**src/rtl/swirq_pkg.sv**
```systemverilog
package swirq_pkg;
  localparam int unsigned ADDR_W = 3;

  localparam logic [ADDR_W-1:0] A_CTRL   = 3'd0;
  localparam logic [ADDR_W-1:0] A_PERIOD = 3'd1;
  localparam logic [ADDR_W-1:0] A_CHEN   = 3'd2;
  localparam logic [ADDR_W-1:0] A_EVEN   = 3'd3;
  localparam logic [ADDR_W-1:0] A_STAT   = 3'd4;

  // event-enable bit positions
  localparam int EV_SSC  = 0;
  localparam int EV_TEMP = 1;
  localparam int EV_OV   = 2;
  localparam int EV_PAR  = 3;
  localparam int EV_W    = 4;

  localparam int STAT_W  = 6;

  // strobes from control to datapath
  typedef struct packed {
    logic clearAll;
    logic porSet;
    logic pollStrobe;
    logic pollIsFirst;
    logic readClr;
  } swirqStrb_t;

  // latched causes, LSB first: por, first, ssc, temp, ov, parity
  typedef struct packed {
    logic parity;
    logic ov;
    logic temp;
    logic ssc;
    logic first;
    logic por;
  } swirqStat_t;
endpackage

```
**src/rtl/swirq_ctrl.sv**
```systemverilog
module swirq_ctrl
  import swirq_pkg::*;
#(
  parameter int N_CH           = 24,
  parameter int PER_W          = 16,
  parameter int DEFAULT_PERIOD = 8,
  parameter int INIT_CYCLES    = 4
) (
  input  logic              clk,
  input  logic              rstN,
  input  logic              regWr,
  input  logic              regRd,
  input  logic [ADDR_W-1:0] regAddr,
  input  logic [N_CH-1:0]   regWdata,
  output swirqStrb_t        strb,
  output logic              trigger,
  output logic [N_CH-1:0]   chEn,
  output logic [EV_W-1:0]   evEn
);
  localparam int INIT_W = $clog2(INIT_CYCLES + 1);

  logic [PER_W-1:0]  period;
  logic [PER_W-1:0]  perEff;
  logic [PER_W-1:0]  pollCnt;
  logic [INIT_W-1:0] initCnt;
  logic              initDone;
  logic              firstPending;
  logic              swRstReq;
  logic              wrCtrl;
  logic              pollActive;
  logic              lastTick;

  assign wrCtrl     = regWr && (regAddr == A_CTRL);
  assign perEff     = (period == '0) ? PER_W'(1) : period;
  assign pollActive = trigger && initDone;
  assign lastTick   = pollCnt >= (perEff - PER_W'(1));

  always_comb begin
    strb.clearAll    = swRstReq;
    strb.porSet      = !initDone && (initCnt == INIT_W'(INIT_CYCLES - 1));
    strb.pollStrobe  = pollActive && lastTick;
    strb.pollIsFirst = firstPending;
    strb.readClr     = regRd && (regAddr == A_STAT);
  end

  // soft reset request, one cycle wide
  always_ff @(posedge clk or negedge rstN) begin
    if (!rstN) swRstReq <= 1'b0;
    else       swRstReq <= !swRstReq && wrCtrl && regWdata[1];
  end

  // configuration registers
  always_ff @(posedge clk or negedge rstN) begin
    if (!rstN) begin
      trigger <= 1'b0;
      period  <= PER_W'(DEFAULT_PERIOD);
      chEn    <= '0;
      evEn    <= '0;
    end else if (swRstReq) begin
      trigger <= 1'b0;
      period  <= PER_W'(DEFAULT_PERIOD);
      chEn    <= '0;
      evEn    <= '0;
    end else if (regWr) begin
      case (regAddr)
        A_CTRL:   trigger <= regWdata[0];
        A_PERIOD: period  <= regWdata[PER_W-1:0];
        A_CHEN:   chEn    <= regWdata;
        A_EVEN:   evEn    <= regWdata[EV_W-1:0];
        default:  ;
      endcase
    end
  end

  // initialization sequence after any reset
  always_ff @(posedge clk or negedge rstN) begin
    if (!rstN) begin
      initCnt  <= '0;
      initDone <= 1'b0;
    end else if (swRstReq) begin
      initCnt  <= '0;
      initDone <= 1'b0;
    end else if (!initDone) begin
      initCnt <= initCnt + INIT_W'(1);
      if (initCnt == INIT_W'(INIT_CYCLES - 1)) initDone <= 1'b1;
    end
  end

  // polling timer and first-cycle marker
  always_ff @(posedge clk or negedge rstN) begin
    if (!rstN) begin
      pollCnt      <= '0;
      firstPending <= 1'b1;
    end else if (swRstReq) begin
      pollCnt      <= '0;
      firstPending <= 1'b1;
    end else begin
      if (!pollActive)   pollCnt <= '0;
      else if (lastTick) pollCnt <= '0;
      else               pollCnt <= pollCnt + PER_W'(1);

      if (!trigger)              firstPending <= 1'b1;
      else if (strb.pollStrobe)  firstPending <= 1'b0;
    end
  end
endmodule

```
**src/rtl/swirq_dp.sv**
```systemverilog
module swirq_dp
  import swirq_pkg::*;
#(
  parameter int N_CH = 24
) (
  input  logic            clk,
  input  logic            rstN,
  input  swirqStrb_t      strb,
  input  logic [N_CH-1:0] swIn,
  input  logic [N_CH-1:0] chEn,
  input  logic [EV_W-1:0] evEn,
  input  logic            faultTemp,
  input  logic            faultOv,
  input  logic            faultParity,
  output logic            intPullEn,
  output logic [N_CH+7:0] regRdata
);
  localparam int RD_W = N_CH + 8;

  logic [N_CH-1:0] baseline;
  logic [N_CH-1:0] chgMask;
  logic [N_CH-1:0] hit;
  logic [N_CH-1:0] newMask;
  swirqStat_t      stat;
  swirqStat_t      setStat;
  logic [RD_W-1:0] word;

  // per-channel change detection against the reference
  for (genvar c = 0; c < N_CH; c++) begin : g_ch
    assign hit[c] = (swIn[c] ^ baseline[c]) & chEn[c];
  end

  assign newMask = (strb.pollStrobe && !strb.pollIsFirst && evEn[EV_SSC]) ? hit : '0;

  always_comb begin
    setStat.por    = strb.porSet;
    setStat.first  = strb.pollStrobe && strb.pollIsFirst;
    setStat.ssc    = |newMask;
    setStat.temp   = faultTemp && evEn[EV_TEMP];
    setStat.ov     = faultOv && evEn[EV_OV];
    setStat.parity = faultParity && evEn[EV_PAR];
  end

  always_comb begin
    word                   = '0;
    word[N_CH-1:0]         = chgMask;
    word[N_CH +: STAT_W]   = stat;
  end

  always_ff @(posedge clk or negedge rstN) begin
    if (!rstN) begin
      baseline <= '0;
      chgMask  <= '0;
      stat     <= '0;
      regRdata <= '0;
    end else if (strb.clearAll) begin
      baseline <= '0;
      chgMask  <= '0;
      stat     <= '0;
      regRdata <= '0;
    end else begin
      if (strb.pollStrobe) baseline <= swIn;
      if (strb.readClr) begin
        regRdata <= word;
        stat     <= setStat;
        chgMask  <= newMask;
      end else begin
        stat     <= swirqStat_t'(stat | setStat);
        chgMask  <= chgMask | newMask;
      end
    end
  end

  assign intPullEn = |stat;
endmodule

```
**src/rtl/switch_irq_gen.sv**
```systemverilog
module switch_irq_gen
  import swirq_pkg::*;
#(
  parameter int N_CH           = 24,
  parameter int PER_W          = 16,
  parameter int DEFAULT_PERIOD = 8,
  parameter int INIT_CYCLES    = 4
) (
  input  logic              clk,
  input  logic              rstN,
  input  logic [N_CH-1:0]   swIn,
  input  logic              faultTemp,
  input  logic              faultOv,
  input  logic              faultParity,
  input  logic              regWr,
  input  logic              regRd,
  input  logic [ADDR_W-1:0] regAddr,
  input  logic [N_CH-1:0]   regWdata,
  output logic [N_CH+7:0]   regRdata,
  output logic              intPullEn
);
  swirqStrb_t      strb;
  logic            trigger;
  logic [N_CH-1:0] chEn;
  logic [EV_W-1:0] evEn;

  swirq_ctrl #(
    .N_CH(N_CH), .PER_W(PER_W),
    .DEFAULT_PERIOD(DEFAULT_PERIOD), .INIT_CYCLES(INIT_CYCLES)
  ) u_ctrl (
    .clk(clk), .rstN(rstN),
    .regWr(regWr), .regRd(regRd), .regAddr(regAddr), .regWdata(regWdata),
    .strb(strb), .trigger(trigger), .chEn(chEn), .evEn(evEn)
  );

  swirq_dp #(.N_CH(N_CH)) u_dp (
    .clk(clk), .rstN(rstN), .strb(strb),
    .swIn(swIn), .chEn(chEn), .evEn(evEn),
    .faultTemp(faultTemp), .faultOv(faultOv), .faultParity(faultParity),
    .intPullEn(intPullEn), .regRdata(regRdata)
  );
endmodule

```
**config.mk**
```make
export PLATFORM = sky130hd
export DESIGN_NAME = switch_irq_gen
export DESIGN_NICKNAME = d
export VERILOG_FILES = /design/src/rtl/swirq_pkg.sv /design/src/rtl/swirq_ctrl.sv /design/src/rtl/swirq_dp.sv /design/src/rtl/switch_irq_gen.sv
export SDC_FILE = /design/constraint.sdc
export NUM_CORES = 1
export LEC_CHECK = 0
export BUFFER_PORTS_ARGS = -buffer_cell sky130_fd_sc_hd__buf_4
export CAP_MARGIN = 10
export CORE_ASPECT_RATIO = 1.4
export CORE_MARGIN = 5
export CORE_UTILIZATION = 37
export DETAILED_ROUTE_END_ITERATION = 10
export MAX_ROUTING_LAYER = met4
export PLACE_DENSITY_LB_ADDON = 0.05
export SLEW_MARGIN = 20
export SYNTH_ARGS = -nofsm -noshare
export SYNTH_HDL_FRONTEND = slang
export SYNTH_HIERARCHICAL = 1
export SYNTH_SLANG_ARGS = --single-unit
export TNS_END_PERCENT = 10
```
**constraint.sdc**
```tcl
create_clock -name clk -period 6.6 [get_ports clk]
set_input_delay 0.66 -clock clk [delete_from_list [all_inputs] [get_ports clk]]
set_output_delay 0.66 -clock clk [all_outputs]
set_load 0.005 [all_outputs]
```
==> results.md <==
* Clk root buf: clkbuf_16
* Mapped Area at 7200 um^2
* Antenna violations before repair at 0
* # IOs at 91
* FF-to-FF setup slack at 1830 ps
* Die X at 128 um
* First-pass GRT wire length at 30.0 mm
* Worst Setup EP: u_dp/stat[2]
* CP endpoint kind: flip-flop
* Max-cap violations at 0
* CP Launch Type: flip-flop
* FF+latch count, synth at 151
* Initial DRC count at 283
* RSZ-0062 raised after global routing: false
* Arrival time at the worst endpoint at 5060 ps
* Worst Path Required at 6890 ps
* CTS tree: yes
* Max VDD drop at 0.163 mV
* Number of global-route vias before repair at 5631
* Bufs on Longest Clock Path at 2
* Reg2Reg Launch Point: u_ctrl/period[11]
* Detailed placement HPWL at 12.9 mm
* Total clock buffers created by CTS at 17
* Power, Total at 2.46 mW
* Synth Flop Type: dfrtp_1
* Vias per cell at 5.07
* Starting Density at 37.5%
* Synth-to-layout area growth at 20.3%
* Period Utilization, post-route at 72.3%
* Die area at 22400 um^2
* Gr usage total at 17.6%
* Post-synthesis async set-or-reset flop share at 100%
* Post-CTS Setup Inserts at 0
* Drt wl/cell at 17.5 um
* Placed Area at 8010 um^2
* Final setup fails at 0
* # resized after CTS at 0
* WHS at 248 ps
* Hold-fix buffer count after cts at 0
* Cell Pwr Density at 284 nW/um^2
* Synth cell types at 45
* Non-Filler Instances at 1058
* Worst-path clk slew at 70 ps
* Fin nets at 875
* Synth warn at 6
* Pre-Repair DR Iteration Count at 5
* Max Slew Vio Count at 0
* Max Fclk at 0.210 GHz
* Post-route ant nets at 0
* Number of flops mapped to enable cells by yosys at 0
* Worst Max-Slew Pin Slew at 1100 ps
* Slew margin rel. at 26.7%
* LEAKAGE at 4.08 nW
* Setup ws final at 1830 ps
* Post-place setup slack at 1590 ps
* Status: complete, no violations
* Sequential element share of the synthesized area at 52.5%
* Antenna diodes at 0
* Cells after Synth at 726
* Via count at 5359
* Row count at 60
* Worst skew pair latency at 420 ps
* Port Buffers at 88
* Worst Setup SP: u_ctrl/period[11]
* Setup TNS Final at 0 ps
* Fin crit period at 4770 ps
* GRT overflow at 0
* Placed cells at 1025
* Hold WC Path Type: primary input to asynchronous set/reset pin
* Final hold violations at 0
* Worst R2R End: u_dp/stat[2]
* Setup CP Type: flip-flop to flip-flop
* Global placement routability congestion at 0.870
* Reg2Reg Depth at 19
* CTS Sinks at 151
* Die Span Y at 175 um
* Crit Path Max Fanout at 24
* CORE AREA at 19200 um^2
* H-tree levels at 4
* Post-route cell area at 8660 um^2
* DRC viols at 0
* Util after Layout at 45.1%
* Largest net degree at the start of global routing at 105
* Worst Clk Skew at 9.09 ps
* Layout cell share with drive strength beyond 1 at 18.8%
* Mean Syn Cell Area at 9.92 um^2
* Routed wire length at 18.5 mm
==> cells in the mapped netlist (all sizes together), types with 6 or more instances <==
cell type  count  area share, %
a21oi         73            5.1
nand4         10           0.96
nor2          97            5.2
xnor2         12            1.5
o21ai          6           0.42
mux2i         59            8.2
dfrtp        149             52
nand2        125            6.6
nor3           7           0.56
nor4           6            1.0
nand3         37            2.9
xor2          38            4.6
clkbuf        25            1.3
buf           17            1.6
ha            20            3.5
inv            9           0.47
==> kinds of logic (layout without fill, tap and decap cells) <==
| family | after synthesis | after routing | share of synthesized area, % |
|---|---|---|---|
| and+or+nand+nor | 307 | 307 | 20.0 |
| DFF | 151 | 151 | 52.5 |
| AOI/OAI and AO/OA | 87 | 87 | 6.34 |
| muxes | 59 | 59 | 8.20 |
| buffers and inverters | 51 | 134 | 3.37 |
| xor gates and xnor gates | 50 | 50 | 6.08 |
| adders and majority gates | 20 | 20 | 3.48 |
| other | 1 | 2 | 0.0521 |
==> placed cells by master, fill, tap and decap left out, types with 12 or more instances in the layout <==
cell / netlist / final
xor2_1: 38 / 38
xnor2_1: 12 / 12
dfrtp_1: 149 / 148
ha_1: 20 / 20
clkbuf_16: 0 / 17
buf_4: 5 / 90
nand2_1: 123 / 123
nand3_1: 33 / 33
nor2_1: 96 / 94
mux2i_1: 59 / 59
a21oi_1: 73 / 73
==> state kept, by name, indices dropped and copies added (netlist names) <==
name                 count
u_dp/regRdata           30
u_ctrl/chEn             24
u_dp/baseline           24
u_dp/chgMask            24
u_ctrl/period           16
u_ctrl/pollCnt          16
u_dp/stat                6
u_ctrl/evEn              4
u_ctrl/initCnt           3
u_ctrl/firstPending      1
u_ctrl/initDone          1
u_ctrl/swRstReq          1
u_ctrl/trigger           1
==> critical path, stage by stage, from the launching register on <==
cell and delay (ps):
dfrtp_1 470, or4_4 590, nor2_4 180, a31oi_1 140, ha_1 250, nor3b_4 190
nand2_2 100, nor4_2 50, xnor2_1 170, ha_1 270, nand4_1 140, nor3_1 70
nor4_1 400, a31oi_1 180, and2_1 200, and3b_2 420, nand3_1 210, nand4_1 160
nor4_1 330, a21oi_1 100
==> layout make-up <==
| type | instances | area (um^2) |
|---|---|---|
| timing repair buffer | 93 | 726 |
| tap | 248 | 310 |
| sequential | 151 | 3780 |
| clock buffer | 17 | 425 |
| fill | 1918 | 10600 |
| inverter | 9 | 33.8 |
| multi-input combinational | 525 | 3190 |
| clock inverter | 15 | 195 |
==> power by group <==
part           internal, mW  switching [mW]  leakage, nW
Clock                 0.605           0.416        0.295
Sequential             1.01          0.0878         2.03
Combinational         0.160           0.181         1.76
Total                  1.78           0.685         4.08
==> routing by layer <==
metal	up-vias	track usage, %	part of all wire (%)
met5	-	-	0
met1	2660	21.1	42
met2	101	29.2	52
met4	0	7.12	2.8
met3	31	3.00	3.1
li1	2567	-	-
==> worst min path at each step <==
| stage | from | slack, ps | end |
|---|---|---|---|
| floorplan | rstN | 360 | u_ctrl/chEn[0] |
| global placement | u_ctrl/initCnt[2] | 500 | u_ctrl/initCnt[2] |
| detailed placement | u_ctrl/firstPending | 510 | u_ctrl/firstPending |
| CTS | rstN | 280 | u_ctrl/pollCnt[2] |
| global route | rstN | 320 | u_ctrl/pollCnt[2] |
| finish | rstN | 250 | u_ctrl/pollCnt[2] |
No activity file was read; power rests on OpenSTA's default activity.
